`src/rtl/spi_regs_pkg.sv`:
```
package spi_regs_pkg;

    localparam int FRAME_BITS = 24;
    localparam int HDR_BITS   = 8;
    localparam int IDX_W      = 6;
    localparam int DATA_W     = 16;
    localparam int CNT_W      = $clog2(FRAME_BITS + 1);

    typedef enum logic [IDX_W-1:0] {
        IDX_VERSION  = 6'd1,
        IDX_CNT_BASE = 6'd2,
        IDX_STRB_CNT = 6'd3,
        IDX_INTEG    = 6'd6,
        IDX_SS_LOW   = 6'd14,
        IDX_SS_HIGH  = 6'd15,
        IDX_STRB_EN  = 6'd16,
        IDX_OFFSET   = 6'd23,
        IDX_MAX_SAT  = 6'd26
    } reg_idx_e;

    typedef struct packed {
        logic [IDX_W-1:0] idx;
        logic             rsvd;
        logic             wr;
    } hdr_t;

    typedef struct packed {
        logic [DATA_W-1:0] cnt_base;
        logic [DATA_W-1:0] strb_cnt;
        logic [DATA_W-1:0] integ;
        logic [DATA_W-1:0] ss_low;
        logic [DATA_W-1:0] ss_high;
        logic              strb_en;
        logic [DATA_W-1:0] offset;
        logic [DATA_W-1:0] max_sat;
    } cfg_t;

    localparam cfg_t CFG_RESET = '{
        cnt_base: '0,
        strb_cnt: '0,
        integ:    DATA_W'(1),
        ss_low:   '0,
        ss_high:  '0,
        strb_en:  1'b0,
        offset:   '0,
        max_sat:  '0
    };

    function automatic hdr_t make_hdr(input logic [HDR_BITS-1:0] raw);
        return hdr_t'(raw);
    endfunction

    function automatic logic [CNT_W-1:0] cnt_of(input int n);
        return CNT_W'(n);
    endfunction

endpackage

```
`src/rtl/spi_pin_sync.sv`:
```
module spi_pin_sync
    import spi_regs_pkg::*;
#(
    parameter int STAGES = 2
) (
    input  logic clk,
    input  logic rst,
    input  logic sck_in,
    input  logic cs_n_in,
    input  logic mosi_in,
    output logic sck_rise,
    output logic sck_fall,
    output logic cs_n_s,
    output logic mosi_s
);
    localparam int          NPINS   = 3;
    localparam logic [2:0]  RST_VAL = 3'b010;  // {sck, cs_n, mosi}

    logic [NPINS-1:0] pins_in;
    logic [NPINS-1:0] pins_out;
    logic             sck_prev;

    assign pins_in = {sck_in, cs_n_in, mosi_in};

    for (genvar p = 0; p < NPINS; p++) begin : g_pin
        logic [STAGES-1:0] chain;
        always_ff @(posedge clk or posedge rst) begin
            if (rst) begin
                chain <= {STAGES{RST_VAL[p]}};
            end else begin
                chain <= {chain[STAGES-2:0], pins_in[p]};
            end
        end
        assign pins_out[p] = chain[STAGES-1];
    end

    always_ff @(posedge clk or posedge rst) begin
        if (rst) begin
            sck_prev <= 1'b0;
        end else begin
            sck_prev <= pins_out[2];
        end
    end

    assign sck_rise = pins_out[2] & ~sck_prev;
    assign sck_fall = ~pins_out[2] & sck_prev;
    assign cs_n_s   = pins_out[1];
    assign mosi_s   = pins_out[0];

endmodule

```
`src/rtl/spi_frame_engine.sv`:
```
module spi_frame_engine
    import spi_regs_pkg::*;
(
    input  logic              clk,
    input  logic              rst,
    input  logic              sck_rise,
    input  logic              sck_fall,
    input  logic              cs_n_s,
    input  logic              mosi_s,
    input  logic [DATA_W-1:0] rd_data,
    output logic [IDX_W-1:0]  rd_idx,
    output logic              wr_en,
    output logic [IDX_W-1:0]  wr_idx,
    output logic [DATA_W-1:0] wr_data,
    output logic              miso,
    output logic [CNT_W-1:0]  bit_cnt
);
    localparam logic [CNT_W-1:0] HDR_LAST   = cnt_of(HDR_BITS - 1);
    localparam logic [CNT_W-1:0] HDR_DONE   = cnt_of(HDR_BITS);
    localparam logic [CNT_W-1:0] FRAME_LAST = cnt_of(FRAME_BITS - 1);
    localparam logic [CNT_W-1:0] FRAME_END  = cnt_of(FRAME_BITS);

    logic [CNT_W-1:0]  cnt_q;
    logic [DATA_W-1:0] rx_sh;
    logic [DATA_W-1:0] tx_sh;
    hdr_t              hdr_q;
    hdr_t              hdr_next;
    logic              miso_q;
    logic              in_frame;
    logic              rd_phase;

    assign hdr_next = make_hdr({rx_sh[HDR_BITS-2:0], mosi_s});
    assign rd_idx   = hdr_next.idx;
    assign in_frame = (cnt_q < FRAME_END);
    assign rd_phase = (cnt_q >= HDR_DONE) && in_frame && !hdr_q.wr;

    always_ff @(posedge clk or posedge rst) begin
        if (rst) begin
            cnt_q  <= '0;
            rx_sh  <= '0;
            tx_sh  <= '0;
            hdr_q  <= '0;
            miso_q <= 1'b0;
        end else if (cs_n_s) begin
            cnt_q  <= '0;
            miso_q <= 1'b0;
        end else begin
            if (sck_rise && in_frame) begin
                rx_sh <= {rx_sh[DATA_W-2:0], mosi_s};
                cnt_q <= cnt_q + 1'b1;
                if (cnt_q == HDR_LAST) begin
                    hdr_q <= hdr_next;
                    tx_sh <= rd_data;
                end
            end
            if (sck_fall) begin
                if (rd_phase) begin
                    miso_q <= tx_sh[DATA_W-1];
                    tx_sh  <= {tx_sh[DATA_W-2:0], 1'b0};
                end else begin
                    miso_q <= 1'b0;
                end
            end
        end
    end

    assign wr_en   = !cs_n_s && sck_rise && (cnt_q == FRAME_LAST) && hdr_q.wr;
    assign wr_idx  = hdr_q.idx;
    assign wr_data = {rx_sh[DATA_W-2:0], mosi_s};
    assign miso    = miso_q;
    assign bit_cnt = cnt_q;

endmodule

```
`src/rtl/spi_reg_bank.sv`:
```
module spi_reg_bank
    import spi_regs_pkg::*;
#(
    parameter logic [DATA_W-1:0] VERSION = 16'h0A51
) (
    input  logic              clk,
    input  logic              rst,
    input  logic              wr_en,
    input  logic [IDX_W-1:0]  wr_idx,
    input  logic [DATA_W-1:0] wr_data,
    input  logic [IDX_W-1:0]  rd_idx,
    output logic [DATA_W-1:0] rd_data,
    output cfg_t              cfg
);
    cfg_t cfg_q;

    always_ff @(posedge clk or posedge rst) begin
        if (rst) begin
            cfg_q <= CFG_RESET;
        end else if (wr_en) begin
            case (wr_idx)
                IDX_CNT_BASE: cfg_q.cnt_base <= wr_data;
                IDX_STRB_CNT: cfg_q.strb_cnt <= wr_data;
                IDX_INTEG:    cfg_q.integ    <= wr_data;
                IDX_SS_LOW:   cfg_q.ss_low   <= wr_data;
                IDX_SS_HIGH:  cfg_q.ss_high  <= wr_data;
                IDX_STRB_EN:  cfg_q.strb_en  <= wr_data[0];
                IDX_OFFSET:   cfg_q.offset   <= wr_data;
                IDX_MAX_SAT:  cfg_q.max_sat  <= wr_data;
                default:      ;
            endcase
        end
    end

    always_comb begin
        case (rd_idx)
            IDX_VERSION:  rd_data = VERSION;
            IDX_CNT_BASE: rd_data = cfg_q.cnt_base;
            IDX_STRB_CNT: rd_data = cfg_q.strb_cnt;
            IDX_INTEG:    rd_data = cfg_q.integ;
            IDX_SS_LOW:   rd_data = cfg_q.ss_low;
            IDX_SS_HIGH:  rd_data = cfg_q.ss_high;
            IDX_STRB_EN:  rd_data = {{(DATA_W-1){1'b0}}, cfg_q.strb_en};
            IDX_OFFSET:   rd_data = cfg_q.offset;
            IDX_MAX_SAT:  rd_data = cfg_q.max_sat;
            default:      rd_data = '0;
        endcase
    end

    assign cfg = cfg_q;

endmodule

```
`src/rtl/spi_ctrl_regfile.sv`:
```
module spi_ctrl_regfile
    import spi_regs_pkg::*;
#(
    parameter logic [15:0] VERSION     = 16'h0A51,
    parameter int          SYNC_STAGES = 2
) (
    input  logic        clk,
    input  logic        rst,
    input  logic        spi_sck,
    input  logic        spi_cs_n,
    input  logic        spi_mosi,
    output logic        spi_miso,
    output logic [15:0] cfg_count_base,
    output logic [15:0] cfg_strobe_count,
    output logic [15:0] cfg_integ_time,
    output logic [15:0] cfg_ss_low_dly,
    output logic [15:0] cfg_ss_high_dly,
    output logic        cfg_strobe_en,
    output logic [15:0] cfg_offset,
    output logic [15:0] cfg_max_sat
);
    logic              sck_rise;
    logic              sck_fall;
    logic              cs_n_s;
    logic              mosi_s;
    logic [IDX_W-1:0]  rd_idx;
    logic [DATA_W-1:0] rd_data;
    logic              wr_en;
    logic [IDX_W-1:0]  wr_idx;
    logic [DATA_W-1:0] wr_data;
    logic [CNT_W-1:0]  bit_cnt;
    cfg_t              cfg;

    spi_pin_sync #(
        .STAGES (SYNC_STAGES)
    ) u_sync (
        .clk      (clk),
        .rst      (rst),
        .sck_in   (spi_sck),
        .cs_n_in  (spi_cs_n),
        .mosi_in  (spi_mosi),
        .sck_rise (sck_rise),
        .sck_fall (sck_fall),
        .cs_n_s   (cs_n_s),
        .mosi_s   (mosi_s)
    );

    spi_frame_engine u_frame (
        .clk      (clk),
        .rst      (rst),
        .sck_rise (sck_rise),
        .sck_fall (sck_fall),
        .cs_n_s   (cs_n_s),
        .mosi_s   (mosi_s),
        .rd_data  (rd_data),
        .rd_idx   (rd_idx),
        .wr_en    (wr_en),
        .wr_idx   (wr_idx),
        .wr_data  (wr_data),
        .miso     (spi_miso),
        .bit_cnt  (bit_cnt)
    );

    spi_reg_bank #(
        .VERSION (VERSION)
    ) u_bank (
        .clk     (clk),
        .rst     (rst),
        .wr_en   (wr_en),
        .wr_idx  (wr_idx),
        .wr_data (wr_data),
        .rd_idx  (rd_idx),
        .rd_data (rd_data),
        .cfg     (cfg)
    );

    assign cfg_count_base   = cfg.cnt_base;
    assign cfg_strobe_count = cfg.strb_cnt;
    assign cfg_integ_time   = cfg.integ;
    assign cfg_ss_low_dly   = cfg.ss_low;
    assign cfg_ss_high_dly  = cfg.ss_high;
    assign cfg_strobe_en    = cfg.strb_en;
    assign cfg_offset       = cfg.offset;
    assign cfg_max_sat      = cfg.max_sat;

endmodule

```
`config.mk`:
```
export PLATFORM = sky130hd
export DESIGN_NAME = spi_ctrl_regfile
export DESIGN_NICKNAME = d
export VERILOG_FILES = /design/src/rtl/spi_regs_pkg.sv /design/src/rtl/spi_pin_sync.sv /design/src/rtl/spi_frame_engine.sv /design/src/rtl/spi_reg_bank.sv /design/src/rtl/spi_ctrl_regfile.sv
export SDC_FILE = /design/constraint.sdc
export NUM_CORES = 1
export LEC_CHECK = 0
export ABC_AREA = 1
export ABC_CLOCK_PERIOD_IN_PS = 13200
export BUFFER_PORTS_ARGS = -buffer_cell sky130_fd_sc_hd__buf_4
export CAP_MARGIN = 10
export CORE_ASPECT_RATIO = 0.8
export CORE_MARGIN = 1.5
export CORE_UTILIZATION = 60
export CTS_CLUSTER_SIZE = 12
export DETAILED_ROUTE_END_ITERATION = 8
export PLACE_DENSITY = 0.83
export SKIP_LAST_GASP = 1
export SLEW_MARGIN = 25
export SYNTH_ARGS = -nofsm -noshare
export SYNTH_HDL_FRONTEND = slang
export SYNTH_SLANG_ARGS = --single-unit
```
`constraint.sdc`:
```
create_clock -name clk -period 13.2 [get_ports clk]
set_clock_uncertainty 0.2 [all_clocks]
set_input_delay 0 -clock clk [delete_from_list [all_inputs] [get_ports clk]]
set_output_delay 0 -clock clk [all_outputs]
set_load 0.02 [all_outputs]
```
==> results by group, run 1 <==
Timing
  – Fin crit share: 20.7%
  – RSZ-0062 raised after global routing: false
  – Final hold slack: 16.7 ps
  – Tmin final: 2730 ps
  – TNS Setup: 0 ps
  – Max Slew Vio Count: 0
  – Final setup fails: 0
  – Worst Max-Slew Pin Slew: 828 ps
  – Slew headroom: 44.7%
  – FMAX: between 0.3 and 0.4 GHz
  – Final hold violations: 0

Finish
  – Final Core Density: 72.7%
  – Antenna fix cells: 0
  – Nets: approximately 1100
  – Final instance area: 9320 µm²
  – Layout cells sized above 1: 18.9%
  – Synthesis-to-finish area growth: 18.8%

Logic synthesis
  – XOR/XNOR Fraction of Synth Area: 0%
  – Synth unique cells: 33
  – Syn_nets: a little under 1000
  – Largest family of logic cells by synthesized area: simple AND/OR/NAND/NOR gates
  – EDFF count, synth: 0
  – Mux share of post-synthesis cell area: 0%
  – Ys async rst share: 100%
  – Main synth FF type: dfrtp_1
  – Compound-Gate Fraction of Synth Area: between 10% and 20%
  – Cells after synthesis: 961
  – #FFs+latches synth: 164
  – Syn Area/Cell: 8.16 µm²
  – Total number of yosys warnings: 0
  – Cell Area, Synth: 7850 µm²
  – Post-synthesis simple-gate area fraction: between 20% and 30%
  – Sequential area share after synthesis: 52.4%
  – Fraction of the mapped netlist area in adder cells: less than 1%

Pwr
  – Switching power: 0.352 mW
  – Lkg Pwr: 4.69 nW
  – Combinational fraction of design power: 13.0%
  – Pint: about 0.8 mW
  – Sw Share: 30.1%
  – Peak VDD IR: 0.123 mV
  – Sequential Power Share: 44.7%
  – Clock share of power: 42.3%
  – Pwr/cell area: between 100 and 150 nW/µm²

Die
  – Die area: 13800 µm²
  – Initial core utilization: 61.2%
  – Die X: around 130 µm
  – Area of the core: between 10000 and 15000 µm²
  – Die Y: about 110 µm
  – Io pins: 119
  – Std-Cell Rows: 37

Global route
  – Initial antenna violation count: 0
  – Vias in the first global route: 6550
  – Largest net degree at the start of global routing: 86
  – GRT Residual Overflow: 0
  – Gr usage total: 36.4%
  – First-pass GRT wire length: 36600 µm

Placement
  – Routability cong.: 0.993
  – HPWL after DPL: approximately 16000 µm
  – IO buf count: 118
  – Placed inst area: 8690 µm²

CTS
  – Clock Sink Count: 164
  – Cts repair resizes: 0
  – Root Driver: clkbuf_16
  – Clock Latency Late Sink: 430 ps
  – Clock Tree Buf Depth: 2
  – Post-CTS Setup Bufs: 0
  – TritonCTS clock tree: yes
  – CTS Buf Count: 17
  – H-tree Lvls: 4
  – Clk slew on worst S/H paths: 70 ps

Detailed routing
  – Via density: 5.95
  – Wire length per cell: 19.5 µm
  – Via count: 7380
  – DRC Markers: 0
  – DRT Wirelength: between 20000 and 25000 µm
  – Final antenna-violating net count: 0
  – Initial DRC count: around 1000
  – DR pass1 iterations: 7

Setup path
  – Worst setup SP type: flop
  – Critical path cell sequence: inv_1, nand2_1, inv_1, nand2_1, nor2_1, nor2_1, nand2_1, nand3_2, nand2_1, nand2_1, nand2_1
  – Setup CP Type: flop to flop
  – Nature of the critical path endpoint: flop
  – CP arrival: 2900 ps
  – Worst EP required: 13370 ps
  – Crit-path max cell delay: around 500 ps
  – Cell mode on critical path: nand2_1
  – Slowest CP cell: inv_1
  – Maximum fanout along the worst path: 11

Run status
  – Outcome: completed

Hold path
  – HP Class: input pin to asynchronous set/reset pin

Job
  – Max Cap Viol: 0
-- metal layers --
| metal | track usage (%) | vias to the layer above | wire, µm |
|---|---|---|---|
| li1 | - | 3340 | - |
| met1 | 51.2 | 3436 | 9620 |
| met2 | 50.9 | 521 | 10200 |
| met3 | 12.0 | 83 | 3280 |
| met4 | 17.1 | 0 | 1030 |
| met5 | 0 | - | 0 |
-- power groups by stage --
| stage | Combinational (mW) | Sequential, mW | Clock (mW) |
|---|---|---|---|
| floorplan | 0.110 | 0.528 | 0 |
| CTS | 0.147 | 0.522 | 0.492 |
| global route | 0.161 | 0.523 | 0.514 |
| finish | 0.152 | 0.523 | 0.495 |
| detailed placement | 0.145 | 0.531 | 0 |
| global placement | 0.136 | 0.531 | 0 |
-- cell type report --
type	instances	area, µm²
Timing Repair Buffer	125	972
Clock buffer	19	433
Inverter	64	246
Sequential cell	164	4110
Tap cell	175	219
Clock inverter	13	148
Fill cell	975	3510
Multi-Input combinational cell	680	3190
-- cells by family (layout without fill, tap and decap cells) --
| group | Yosys count | in the layout |
|---|---|---|
| AND/OR/NAND/NOR | 504 | 504 |
| AO/OA/AOI/OAI | 174 | 174 |
| flip-flops | 164 | 164 |
| buffers and inverters | 117 | 221 |
| adder cells (fa/ha/maj) | 2 | 2 |
-- Yosys cell counts (2+ instances only) --
cell type    n  area share [%]
nand3_2     13             1.7
a21oi_1     18             1.1
buf_6        5            0.72
nor2_2       5            0.40
inv_2        8            0.38
buf_2       21             1.3
clkbuf_1    21             1.0
nand2_1    284              14
nor2_4       7             1.0
dfrtp_1    161              51
ha_1         2            0.32
o21ai_1     20             1.3
o22ai_1      2            0.16
inv_1       55             2.6
nand3_1     94             6.0
nand2_4      3            0.43
buf_4        3            0.29
nor2_1      60             2.9
o21ai_0    132             8.4
dfstp_2      3             1.0
nand2_2      7            0.56
nand4_1     21             1.7
nor3_1       6            0.38
-- cell usage in the layout, fill, tap and decap left out, drive strengths merged --
master       count
inv             68
dlygate4sd3      4
a21oi           18
o21ai          152
nand2          294
o22ai            2
ha               2
nor4             1
o31ai            1
a31oi            1
nor3             6
clkinvlp         4
clkbuf          19
nor2            72
nand3          108
nand3b           1
dfstp            3
buf            121
dfrtp          161
bufinv           2
nand4           22
clkinv           3
-- worst paths after layout --
| check | start | end | slack [ps] | cells past startpoint |
|---|---|---|---|---|
| worst max-delay path | u_frame.rx_sh[4] | u_frame.tx_sh[2] | 10470 | 11 |
| worst min-delay path | rst | u_bank.cfg[82] | 20 | 3 |
| worst max register to register | u_frame.rx_sh[4] | u_frame.tx_sh[2] | 10470 | 11 |
| worst min register to register | u_sync.g_pin[0].chain[0] | u_sync.g_pin[0].chain[1] | 150 | 0 |
| max in group asynchronous | rst | u_bank.cfg[4] | 11570 | 4 |
| min in group clk | spi_mosi | u_sync.g_pin[0].chain[0] | 30 | 2 |
-- sequential cells by signal (all words and copies together), names as in the netlist --
signal / flops
u_frame.bit_cnt: 5
u_frame.rx_sh: 15
u_frame.tx_sh: 16
u_bank.cfg: 113
u_sync.sck_prev: 1
u_frame.hdr_q: 1
u_sync.g_pin.chain: 6
u_frame.miso: 1
u_frame.wr_idx: 6
-- critical path, delay by kind of cell, from the launching register on --
family                 cells  cell delay, ps
buffers and inverters      2             890
and+or+nand+nor            9            1130
DFF                        1             440
-- stage by stage --
stage / instances / power, mW / setup slack [ps]
floorplan: 961 / 0.638 / 8570
global placement: 1203 / 0.667 / 10500
detailed placement: 1204 / 0.676 / 10400
CTS: 1240 / 1.16 / 10350
global route: 1240 / 1.20 / 10200
finish: 1240 / 1.17 / 10470
-- repair_timing --
action,4_1_cts,5_1_grt
endpoints found under the hold margin,82,0
hold buffers,4,0
setup endpoints to repair,0,0
Note: power is estimated with default switching activity, not from simulation.
==> run 2: changes to the inputs <==
- ABC_CLOCK_PERIOD_IN_PS: 13200 -> 2600
- CORE_UTILIZATION: 60 -> 57
- PLACE_DENSITY: 0.83 -> 0.8
- clock period: 13.2 -> 2.6 ns (I/O delays scaled with it)
==> run 2 against run 1 <==
Die area is 5.1% higher. Sequential share of layout area shrank 0.97 points. Final cell count rose by 1.9%. Setup slack lost 10000 ps. Design area up 2.3%. Wire length up 5.7%. Count of clock-buffer cells in the layout rose by 3. Flip-flop and latch count is the same. Clock power rose to 5.2 times the previous value.
==> results by group, run 2 (same netlist as run 1, synthesis figures left out) <==
Run status
  – Outcome: completed

Timing
  – Tmin final: 2310 ps (-426 ps)
  – Fin crit share: 88.8% (+68 points)
  – RSZ-0062 raised after global routing: false
  – TNS Setup: 0 ps (unchanged)
  – Slew headroom: 58.8% (+14 points)
  – Final hold violations: 0 (unchanged)
  – Worst Max-Slew Pin Slew: 617 ps (-211 ps)
  – Final hold slack: 3.19 ps (-13.5 ps)
  – FMAX: 0.433 GHz (+18%)
  – Final setup fails: 0 (unchanged)
  – Max Slew Vio Count: 0 (unchanged)

Finish
  – Commonest non-fill, non-tap cells in the layout: nand2_1, dfrtp_1, buf_4, o21ai_0, nand3_1
  – Largest register FFs: 113 (unchanged)
  – Fill cells: 1113 (+14%)
  – Commonest non-fill, non-tap cell in the layout: nand2_1
  – Final instance area: 9530 µm² (+2.3%)
  – Final Core Density: 70.6% (-2.1 points)
  – Fin cells: 1264 (+1.9%)
  – Nets: 1077 (+1.7%)
  – Synthesis-to-finish area growth: 21.5%
  – Layout cells sized above 1: 20.3% (+1.4 points)

Detailed routing
  – Via density: 5.84 (-1.8%)
  – Final antenna-violating net count: 0 (unchanged)
  – DRC Markers: 0 (unchanged)
  – Via count: 7387 (+0.095%)
  – Wire length per cell: 20.2 µm (+3.7%)
  – DR pass1 iterations: 8 (+1)
  – Initial DRC count: 851 (-16%)
  – DRT Wirelength: 25500 µm (+5.7%)

Die
  – Initial core utilization: 58.1% (-3.1 points)
  – Die Y: 108 µm (+2.5%)
  – Die X: 134 µm (+2.5%)
  – Area of the core: 13500 µm² (+5.3%)
  – Die area: 14500 µm² (+5.1%)
  – Std-Cell Rows: 38 (+2.7%)
  – Io pins: 119 (unchanged)

CTS
  – Hold buffers post-CTS: 4 (unchanged)
  – TritonCTS clock tree: yes
  – Root Driver: clkbuf_16
  – H-tree Lvls: 4 (unchanged)
  – Clock Sink Count: 164 (unchanged)
  – Clock Tree Buf Depth: 2 (unchanged)
  – CTS Buf Count: 17 (unchanged)
  – Clk slew on worst S/H paths: 60 ps (about the same)
  – Cts repair resizes: 0 (unchanged)
  – Post-CTS Setup Bufs: 0 (unchanged)
  – Clock Latency Late Sink: 430 ps (about the same)

Placement
  – Placed cells: 1227 (+1.9%)
  – Placed inst area: 8880 µm² (+2.2%)
  – IO buf count: 118 (unchanged)
  – HPWL after DPL: 17600 µm (+9.3%)
  – Routability cong.: 0.976 (-1.7%)

Pwr
  – Combinational fraction of design power: 14.1% (+1.1 points)
  – Lkg Pwr: 4.81 nW (+2.6%)
  – Pint: 4.30 mW (+430%)
  – Clock share of power: 42.4% (about the same)
  – Sequential Power Share: 43.5% (-1.2 points)
  – Sw Share: 29.3% (-0.74 points)
  – Switching power: 1.79 mW (+410%)
  – Pwr/cell area: 639 nW/µm² (+410%)
  – Peak VDD IR: 0.555 mV (+350%)

Global route
  – Vias in the first global route: 6723 (+2.6%)
  – Gr usage total: 36.6% (+0.24 points)
  – GRT Residual Overflow: 0 (unchanged)
  – First-pass GRT wire length: 38800 µm (+6.1%)
  – Initial antenna violation count: 2 (+2)
  – Largest net degree at the start of global routing: 56 (-35%)

Job
  – Max Cap Viol: 0 (unchanged)

Setup path
  – Worst setup SP type: flop
  – Setup CP Type: flop to flop
  – Worst EP required: 2770 ps (-10600 ps)
  – Nature of the critical path endpoint: flop
  – Maximum fanout along the worst path: 16 (+5)
  – CP arrival: 2480 ps (-420 ps)

Hold path
  – HP Class: input pin to asynchronous set/reset pin
-- run 2: changes by cell type in the layout (fill, tap and decap cells not counted), sizes merged --
cell	change
buf	+18
clkbuf	+3
clkinv	+2
clkinvlp	-2
diode	+1
inv	-3
-- run 2: final cells by class --
cell class	instances	area, µm²	share of cell area (%)
inverter	64	245	2.57
clock buffer	22	484	5.08
antenna	1	2.50	0.0263
sequential	164	4110	43.1
multi-input combinational	680	3190	33.4
timing repair buffer	143	1160	12.2
clock inverter	10	118	1.23
tap	180	225	2.36
-- run 2: stage by stage --
stage	setup WS, ps	power (mW)
3_5_place_dp	399	3.51
2_1_floorplan	318	3.24
3_3_place_gp	393	3.50
6_report	291	6.09
5_1_grt	101	6.27
4_1_cts	376	6.05
-- run 2: path summary, 6_finish.rpt --
path	start	end	slack (ps)	cells after the start
setup / recovery	u_frame.rx_sh[1]	u_frame.tx_sh[8]	290	11
hold / removal	rst	u_bank.cfg[95]	3	3
setup reg to reg	u_frame.rx_sh[1]	u_frame.tx_sh[8]	290	11
hold reg to reg	u_sync.g_pin[2].chain[0]	u_sync.g_pin[2].chain[1]	150	0
max in group asynchronous	rst	u_bank.cfg[8]	1340	5
min in group clk	spi_sck	u_sync.g_pin[2].chain[0]	10	2
-- run 2: critical path, stage by stage, from the launching register on --
cell,delay [ps]
dfrtp_1,520
inv_2,260
nand2_4,120
nor2_4,370
nand3_1,250
nand2_1,110
nor2_1,70
nand2_1,100
nand3_2,60
nand2_1,60
nand2_1,50
nand2_1,50
-- run 2: layer usage --
layer | vias up | global-route usage (%) | wire length [µm]
met3 | 68 | 12.9 | 3350
met5 | - | 0 | 0
met2 | 457 | 51.4 | 10800
met1 | 3483 | 52.3 | 10400
li1 | 3379 | - | -
met4 | 0 | 14.2 | 902
-- run 2: power groups by stage --
stage               clock network (mW)  logic [mW]  registers (mW)
finish                            2.58       0.858            2.65
global placement                     0       0.813            2.69
CTS                               2.57       0.826            2.65
global route                      2.70       0.910            2.65
floorplan                            0       0.558            2.68
detailed placement                   0       0.818            2.69
